`src/rtl/irq_agg_pkg.sv`:
```
package irq_agg_pkg;

   // register select carried in host address bits [1:0]
   typedef enum logic [1:0] {
      REG_ENABLE  = 2'd0,
      REG_STATUS  = 2'd1,
      REG_SUMMARY = 2'd2,
      REG_RSVD    = 2'd3
   } reg_sel_e;

   // event lane bit positions driven by the channel engines
   localparam int EV_ACK       = 0;
   localparam int EV_NAK       = 1;
   localparam int EV_RX_DONE   = 2;
   localparam int EV_ARB_LOST  = 3;
   localparam int EV_STOP_OK   = 4;
   localparam int EV_STOP_BAD  = 5;
   localparam int EV_CLK_TMO   = 6;

endpackage

```
`src/rtl/irq_agg_chan.sv`:
```
module irq_agg_chan #(
   parameter int EVT_W = 15
) (
   input  logic             clk,
   input  logic             rst_n,
   input  logic [EVT_W-1:0] evt_in,
   input  logic             en_wr,
   input  logic             st_wr,
   input  logic [EVT_W-1:0] wbits,
   output logic [EVT_W-1:0] en_q,
   output logic [EVT_W-1:0] st_q,
   output logic             sum_q
);

   logic             posting;
   logic [EVT_W-1:0] kept;
   logic [EVT_W-1:0] st_nx;
   logic             sum_nx;

   always_comb begin
      posting = |evt_in;
      // clear first, then OR events so a same-cycle set wins
      kept    = st_wr ? (st_q & ~wbits) : st_q;
      st_nx   = posting ? ((kept | evt_in) & en_q) : kept;
      sum_nx  = sum_q;
      if (posting && (st_nx != '0))
         sum_nx = 1'b1;
      else if (st_wr && (st_nx == '0))
         sum_nx = 1'b0;
   end

   always_ff @(posedge clk) begin
      if (!rst_n) begin
         en_q  <= '0;
         st_q  <= '0;
         sum_q <= 1'b0;
      end else begin
         st_q  <= st_nx;
         sum_q <= sum_nx;
         if (en_wr)
            en_q <= wbits;
      end
   end

endmodule

```
`src/rtl/irq_agg_host.sv`:
```
module irq_agg_host
   import irq_agg_pkg::*;
#(
   parameter int N_CH   = 4,
   parameter int EVT_W  = 15,
   parameter int DATA_W = 32,
   parameter int CH_W   = 2,
   parameter int ADDR_W = 4
) (
   input  logic                    host_wr,
   input  logic [ADDR_W-1:0]       host_addr,
   input  logic [N_CH*EVT_W-1:0]   en_flat,
   input  logic [N_CH*EVT_W-1:0]   st_flat,
   input  logic [N_CH-1:0]         sum_vec,
   output logic [N_CH-1:0]         en_wr,
   output logic [N_CH-1:0]         st_wr,
   output logic [DATA_W-1:0]       rdata
);

   reg_sel_e        sel;
   logic [CH_W-1:0] ch;

   assign sel = reg_sel_e'(host_addr[1:0]);
   assign ch  = host_addr[ADDR_W-1:2];

   // write strobes per channel; summary and reserved selects take no write
   for (genvar c = 0; c < N_CH; c++) begin : g_dec
      assign en_wr[c] = host_wr && (sel == REG_ENABLE) && (ch == CH_W'(c));
      assign st_wr[c] = host_wr && (sel == REG_STATUS) && (ch == CH_W'(c));
   end

   always_comb begin
      rdata = '0;
      case (sel)
         REG_ENABLE: begin
            for (int c = 0; c < N_CH; c++)
               if (ch == CH_W'(c))
                  rdata[EVT_W-1:0] = en_flat[c*EVT_W +: EVT_W];
         end
         REG_STATUS: begin
            for (int c = 0; c < N_CH; c++)
               if (ch == CH_W'(c))
                  rdata[EVT_W-1:0] = st_flat[c*EVT_W +: EVT_W];
         end
         REG_SUMMARY: rdata[N_CH-1:0] = sum_vec;
         default:     rdata = '0;
      endcase
   end

endmodule

```
`src/rtl/irq_agg_irqmap.sv`:
```
module irq_agg_irqmap #(
   parameter int N_CH       = 4,
   parameter bit SHARED_IRQ = 1'b0,
   parameter int IRQ_W      = SHARED_IRQ ? 1 : N_CH
) (
   input  logic [N_CH-1:0]  sum_vec,
   output logic [IRQ_W-1:0] irq
);

   if (SHARED_IRQ) begin : g_shared
      assign irq = IRQ_W'(|sum_vec);
   end else begin : g_per_chan
      assign irq = sum_vec;
   end

endmodule

```
`src/rtl/irq_agg.sv`:
```
module irq_agg
   import irq_agg_pkg::*;
#(
   parameter int N_CH       = 4,
   parameter int EVT_W      = 15,
   parameter int DATA_W     = 32,
   parameter bit SHARED_IRQ = 1'b0,
   parameter int CH_W       = (N_CH > 1) ? $clog2(N_CH) : 1,
   parameter int ADDR_W     = CH_W + 2
) (
   input  logic                              clk,
   input  logic                              rst_n,
   input  logic [N_CH*EVT_W-1:0]             evt_pulse,
   input  logic                              host_wr,
   input  logic [ADDR_W-1:0]                 host_addr,
   input  logic [DATA_W-1:0]                 host_wdata,
   output logic [DATA_W-1:0]                 host_rdata,
   output logic [N_CH-1:0]                   sum_vec,
   output logic [(SHARED_IRQ ? 1 : N_CH)-1:0] irq
);

   localparam int IRQ_W = SHARED_IRQ ? 1 : N_CH;

   if (N_CH < 1 || N_CH > DATA_W) begin : g_bad_nch
      $error("irq_agg: N_CH must lie in 1..DATA_W");
   end
   if (EVT_W < 1 || EVT_W >= DATA_W) begin : g_bad_evtw
      $error("irq_agg: EVT_W must lie in 1..DATA_W-1");
   end

   logic [N_CH*EVT_W-1:0] en_flat;
   logic [N_CH*EVT_W-1:0] st_flat;
   logic [N_CH-1:0]       en_wr;
   logic [N_CH-1:0]       st_wr;

   irq_agg_host #(
      .N_CH(N_CH), .EVT_W(EVT_W), .DATA_W(DATA_W), .CH_W(CH_W), .ADDR_W(ADDR_W)
   ) u_host (
      .host_wr   (host_wr),
      .host_addr (host_addr),
      .en_flat   (en_flat),
      .st_flat   (st_flat),
      .sum_vec   (sum_vec),
      .en_wr     (en_wr),
      .st_wr     (st_wr),
      .rdata     (host_rdata)
   );

   for (genvar c = 0; c < N_CH; c++) begin : g_chan
      irq_agg_chan #(.EVT_W(EVT_W)) u_chan (
         .clk    (clk),
         .rst_n  (rst_n),
         .evt_in (evt_pulse[c*EVT_W +: EVT_W]),
         .en_wr  (en_wr[c]),
         .st_wr  (st_wr[c]),
         .wbits  (host_wdata[EVT_W-1:0]),
         .en_q   (en_flat[c*EVT_W +: EVT_W]),
         .st_q   (st_flat[c*EVT_W +: EVT_W]),
         .sum_q  (sum_vec[c])
      );
   end

   irq_agg_irqmap #(
      .N_CH(N_CH), .SHARED_IRQ(SHARED_IRQ), .IRQ_W(IRQ_W)
   ) u_irqmap (
      .sum_vec (sum_vec),
      .irq     (irq)
   );

endmodule

```
`config.mk`:
```
export PLATFORM = sky130hd
export DESIGN_NAME = irq_agg
export DESIGN_NICKNAME = d
export VERILOG_FILES = /design/src/rtl/irq_agg_pkg.sv /design/src/rtl/irq_agg_chan.sv /design/src/rtl/irq_agg_host.sv /design/src/rtl/irq_agg_irqmap.sv /design/src/rtl/irq_agg.sv
export SDC_FILE = /design/constraint.sdc
export NUM_CORES = 1
export LEC_CHECK = 0
export ABC_AREA = 0
export BUFFER_PORTS_ARGS = -buffer_cell sky130_fd_sc_hd__buf_2
export CORE_MARGIN = 8
export CORE_UTILIZATION = 25
export CTS_CLUSTER_DIAMETER = 30
export DETAILED_ROUTE_END_ITERATION = 12
export PLACE_DENSITY_LB_ADDON = 0.12
export SYNTH_ARGS = -nofsm -noshare
export SYNTH_HDL_FRONTEND = slang
export SYNTH_SLANG_ARGS = --single-unit
export TNS_END_PERCENT = 100
```
`constraint.sdc`:
```
create_clock -name clk -period 6.2 [get_ports clk]
set_input_delay 1.24 -clock clk [delete_from_list [all_inputs] [get_ports clk]]
set_output_delay 1.24 -clock clk [all_outputs]
set_load 0.05 [all_outputs]
```
# ---- Yosys cells after proc, flatten, opt, wreduce, memory -nomap -nowiden
# Index checks and enable logic that the tools add are counted.
dict set report classes {
  n_eq_ne 5
  n_bitwise 13
  n_mux 26
  n_reduce_logical 36
}
# op count
set ops {}
lappend ops {{$mux W15} 16}
lappend ops {{$and A15 B15 Y15} 8}
lappend ops {{$logic_not A15 Y1} 4}
lappend ops {{$or A15 B15 Y15} 4}
lappend ops {{$reduce_bool A15 Y1} 4}
lappend ops {{$reduce_or A15 Y1} 4}
lappend ops {{$pmux W11 S2} 1}
lappend ops {{$logic_and A1 B1 Y1} 18}
lappend ops {{$not A15 Y15} 1}
lappend ops {{$pmux W4 S3} 1}
lappend ops {{$mux W1} 8}
lappend ops {{$reduce_bool A2 Y1} 4}
lappend ops {{$eq A2 B2 Y1 const B} 3}
lappend ops {{$eq A2 B1 Y1 const B} 2}
lappend ops {{$logic_not A2 Y1} 2}
dict set report word_totals {
  regBits 124
  output_inout_bits 40
}

# ---- Logic depth before layout (Yosys ltp)
dict set report depth {
  word_depth 11
  depth_mapped 8
  depth_no_buf 5
}

# ---- Modules after synthesis
# From an unflattened synthesis, not the netlist that was laid out.
dict set report unflattened {
  hier_cells 761
  area_unflattened_um2 6905.4
}
# mod n_inst cells_per_inst area_each_um2
set modules_own_cells {}
lappend modules_own_cells {irq_agg_chan 4 145 1370.1}
lappend modules_own_cells {irq_agg_host 1 177 1395.1}
lappend modules_own_cells {irq_agg_irqmap 1 4 30.0}

# ---- Least setup slack after synthesis
# OpenSTA, ideal clock, no wires.
dict set report synth_timing {
  path_type {input to output}
  startpoint {in host_addr[2]}
  endpoint {out host_rdata[2]}
  n_path_buf 3
  path_slack_ns 1.864
  arrival_ns 3.096
  stages 7
  cell_sequence {buf_6 > buf_2 > clkbuf_1 > inv_1 > o22ai_1 > a22oi_1 > o22ai_1}
}
dict set report synth_between {
  elab_chain_len 6
  elab_cells_between_ends 13
  cone_classes {eq/ne: 3; mux: 9; reduce/logical: 1}
}
# element line
set synth_rtl {}
lappend synth_rtl {{start: declaration} irq_agg.sv:15} ;# input logic [ADDR_W-1:0] host_addr,
lappend synth_rtl {{$logic_not A2 Y1} {irq_agg_host.sv:37, irq_agg_host.sv:42}}
lappend synth_rtl {{$mux W15, on equally long branches (4 in series)} {irq_agg_host.sv:42, irq_agg_host.sv:37}}
lappend synth_rtl {{$pmux W4 S3 (*)} irq_agg_host.sv:34} ;# case (sel)
lappend synth_rtl {{end: declaration} irq_agg.sv:17} ;# output logic [DATA_W-1:0] host_rdata,
# Mark *: on every way between the ends. The rest lies on a longest branch, timed or not.

# ---- Worst setup path after layout
dict set report layout_timing {
  startpoint {in host_addr[1]}
  endpoint {out host_rdata[11]}
}
dict set report layout_between {
  elab_chain_len 2
  elab_cells_between_ends 3
  cone_classes {eq/ne: 1; mux: 1; reduce/logical: 1}
}
# element line
set layout_rtl {}
lappend layout_rtl {{$eq A2 B1 Y1 or $logic_not A2 Y1 (tied branches)} irq_agg_host.sv:34}
lappend layout_rtl {{$pmux W11 S2 (*)} irq_agg_host.sv:34}
# Marked as above.

==> reports/summary.txt <==
SETUP PATH
----------------------------------------------------------------------------------------------------
Delay of the slowest cell on the worst path                                                   760 ps
Worst endpoint data arrival time                                                             3350 ps
Worst setup path class                                                                  input port to output pin
Number of cells traversed by the worst register-to-register path                                   4
Data required time at the worst endpoint                                                     4960 ps
Crit path max-delay cell type                                                           sky130_fd_sc_hd__nor2_1
Critical path startpoint category                                                         input port
Startpoint of the worst register-to-register path                                       g_chan[0].u_chan.en_q[0]$_SDFFE_PN0P_
Register-to-register setup slack                                                             4410 ps
Critical-path maximum fanout                                                                      26
Critical Path Sink Type                                                                   output pin
Crit path max-delay family                                                              simple AND/OR/NAND/NOR gates
List of cells traversed by the critical path                                            buf_2 > nor2_1 > a21oi_1 > o22ai_1 > o22ai_1 > nor2_1 > buf_2
CP Buf/Inv Count                                                                                   2
Reg-to-reg critical path endpoint                                                       g_chan[0].u_chan.sum_q$_SDFFE_PN0P_

CLOCK NETWORK
----------------------------------------------------------------------------------------------------
TritonCTS clock tree                                                                           built
Root buffer cell                                                                        sky130_fd_sc_hd__clkbuf_16
Number of cells upsized or downsized after cts                                                     0
Number of post-CTS setup repair buffers                                                            0
Clock latency on the worst-skew pair                                                          420 ps
Number of hold buffers added after cts                                                             0
Num CTS Buffers                                                                                   17
Maximum clock path buffer count                                                                    2
Num Clock Sinks                                                                                  124
Clock-pin slew reported for the worst setup and hold paths after clock tree synthesis          50 ps
H-tree level count                                                                                 4

TIMING
----------------------------------------------------------------------------------------------------
Final Setup Violations                                                                             0
Share of the cycle needed by the critical path after routing                                  73.98%
Period minus WS final                                                                        4587 ps
Unrepaired setup endpoints after global routing                                                false
Final-report hold violation count                                                                  0
Final Max Tran Viols                                                                               0
TNS Setup                                                                                       0 ps
Achievable frequency                                                                      0.2180 GHz
Relative slew slack                                                                           28.34%
Final setup skew                                                                            13.36 ps
Worst-margin pin slew                                                                        1072 ps

MIN PATH
----------------------------------------------------------------------------------------------------
Sink of the worst hold path                                                             g_chan[2].u_chan.en_q[12]$_SDFFE_PN0P_
Hold/Removal Path Class                                                                 register to register
Worst Hold Path Cells                                                                              2
Worst hold path startpoint                                                              g_chan[2].u_chan.en_q[12]$_SDFFE_PN0P_

GRT
----------------------------------------------------------------------------------------------------
Total Routing Usage GR                                                                        17.15%
Pin count of the biggest net entering global routing                                              64
Total grt overflow                                                                                 0
First-pass GRT wire length                                                                  42.53 mm
Vias in the first global route                                                                  6518
Initial antenna violation count                                                                    0

ROUTING
----------------------------------------------------------------------------------------------------
Total vias in the final route                                                                   6491
Final ANT Viol Nets                                                                                0
Mean number of vias per cell                                                                   5.338
DR WL/cell                                                                                  23.07 um
DRC errors left                                                                                    0
Total wirelength of the detailed-routed design                                              28.06 mm
Length of the first detailed-routing pass in iterations                                            8
Starting DRT DRC Count                                                                           418

YOSYS
----------------------------------------------------------------------------------------------------
Synth Area per Inst                                                                        8.585 um2
Top cells by area, synth                                                                sky130_fd_sc_hd__dfxtp_1 (37%), sky130_fd_sc_hd__mux4_2 (6.3%), sky130_fd_sc_hd__nand2_1 (5.5%), sky130_fd_sc_hd__mux2i_1 (4.7%), sky130_fd_sc_hd__nor2_1 (4.4%)
Yosys warning total                                                                                0
Proportion of netlist area held by the largest area contributor                               36.74%
Share of flip-flops with an asynchronous set or reset                                             0%
Summed instance area of the synthesized netlist                                             6756 um2
Number of unique standard cell types used by synthesis                                            48
Leading cell types by count after synthesis                                             sky130_fd_sc_hd__dfxtp_1 (124), sky130_fd_sc_hd__nand2_1 (99), sky130_fd_sc_hd__nor2_1 (80), sky130_fd_sc_hd__a21oi_1 (57), sky130_fd_sc_hd__clkbuf_1 (40)
Number of synthesized flops with an enable pin                                                     0
Cell type with the highest aggregate area in the netlist                                sky130_fd_sc_hd__dfxtp_1
Number of register bits inferred by synthesis                                                    124
Most common cell in the synthesized netlist                                             sky130_fd_sc_hd__dfxtp_1
Top_reg_cell synth                                                                      sky130_fd_sc_hd__dfxtp_1
Synth Instances                                                                                  787
Seq/Total Area, Yosys                                                                         36.74%

LAYOUT
----------------------------------------------------------------------------------------------------
Share of final-layout standard cells stronger than drive strength 1                           20.69%
Ant diodes                                                                                         0
Layout filler cell count                                                                        2903
NumNets Final                                                                                    961
Final non-filler cell total                                                                     1216
Area added between synthesis and finish                                                       18.98%

PLACE
----------------------------------------------------------------------------------------------------
Dpl hpwl                                                                                    21.47 mm
Gp weighted congestion                                                                        0.8131
Port Buffer Count                                                                                104
Number of placed instances with taps included                                                   1184

FLOORPLAN
----------------------------------------------------------------------------------------------------
Die width                                                                                   180.4 um
Floorplan row count                                                                               60
Height of the die                                                                           180.4 um
Initial cell density of the core                                                              25.28%
Core area                                                                                  26730 um2
Die Outline Area                                                                           32540 um2
Top-level port count                                                                             139

OUTCOME
----------------------------------------------------------------------------------------------------
Outcome                                                                                 complete, no violations

POWER
----------------------------------------------------------------------------------------------------
Worst-case vdd ir drop                                                                      159.0 uV
Total leakage power                                                                         2.978 nW
Power density cells                                                                     260.5 nW/um2

RUN
----------------------------------------------------------------------------------------------------
Max Cap Viol                                                                                       0

==> routing by layer <==
| metal | wire, um | vias up | GRT usage [%] |
|---|---|---|---|
| met1 | 13090 | 3141 | 23.10 |
| li1 | - | 3085 | - |
| met4 | 614 | 0 | 5.721 |
| met3 | 1614 | 32 | 3.448 |
| met2 | 12740 | 233 | 26.94 |
| met5 | 0 | - | 0 |
==> layout by cell type (no fill, tap or decap), types with 19 or more instances in the layout <==
cell type / count
sky130_fd_sc_hd__dfxtp_1: 124
sky130_fd_sc_hd__buf_2: 104
sky130_fd_sc_hd__nand2_1: 99
sky130_fd_sc_hd__nor2_1: 80
sky130_fd_sc_hd__a21oi_1: 57
sky130_fd_sc_hd__mux2i_1: 32
sky130_fd_sc_hd__a41oi_1: 28
sky130_fd_sc_hd__o22ai_1: 26
sky130_fd_sc_hd__nor4_1: 26
sky130_fd_sc_hd__inv_1: 25
sky130_fd_sc_hd__o32ai_1: 20
sky130_fd_sc_hd__a31oi_1: 20
sky130_fd_sc_hd__buf_4: 20
sky130_fd_sc_hd__mux4_2: 19
==> cell families (layout without fill, tap and decap cells) <==
kind of cell	count (synthesis)	after routing	share of synthesized area, %
other cells	1	17	0.05550
buf+inv	110	182	8.333
mux	53	53	11.41
compound gates	201	201	20.98
flops	124	124	36.74
simple gates	298	298	22.48
==> report_power, final <==
group          internal, W  switching (W)
sequential        0.000806      0.0000122
combinational    0.0000708       0.000185
clock             0.000652       0.000368
==> state kept, by name, indices dropped and copies added (netlist names) <==
register,cells
g_chan.u_chan.en_q,60
g_chan.u_chan.st_q,60
g_chan.u_chan.sum_q,4
==> stage by stage <==
stage | hold WS, ps | utilization (%) | cell area [um2] | power (W) | setup slack [ps]
3_3_place_gp | 464.6 | 27.88 | 7451 | 0.001094 | 1555
4_1_cts | 475.2 | 30.08 | 8039 | 0.002113 | 1554
5_1_grt | 493.1 | 30.08 | 8039 | 0.002168 | 1455
2_1_floorplan | 445.9 | - | 6817 | 0.001003 | 1864
3_5_place_dp | 467.8 | 27.88 | 7451 | 0.001093 | 1556
6_report | 476.2 | 30.08 | 8039 | 0.002094 | 1613
==> layout make-up <==
type	instances	area, um2	share of cell area (%)
clock buffer	25	475.5	5.914
clock inverter	7	112.6	1.401
inverter	26	100.1	1.245
multi-input combinational	569	3771	46.91
sequential	124	2482	30.88
tap	341	426.7	5.307
timing repair buffer	124	670.6	8.342
==> worst max path at each step <==
stage                     cells after the start             end          from  slack [ps]
after detailed placement                      7  host_rdata[11]  host_addr[1]        1560
after CTS                                     7  host_rdata[11]  host_addr[1]        1550
after global routing                          7   host_rdata[2]  host_addr[1]        1460
final                                         7  host_rdata[11]  host_addr[1]        1610
after floorplan                               7   host_rdata[2]  host_addr[2]        1860
after global placement                        7  host_rdata[12]  host_addr[2]        1560
==> worst min-delay path, cell delays in order (launching register included) <==
cell and delay (ps):
sky130_fd_sc_hd__dfxtp_1 320, sky130_fd_sc_hd__nand2_1 60, sky130_fd_sc_hd__a21oi_1 50
(Power assumes the default switching activity.)
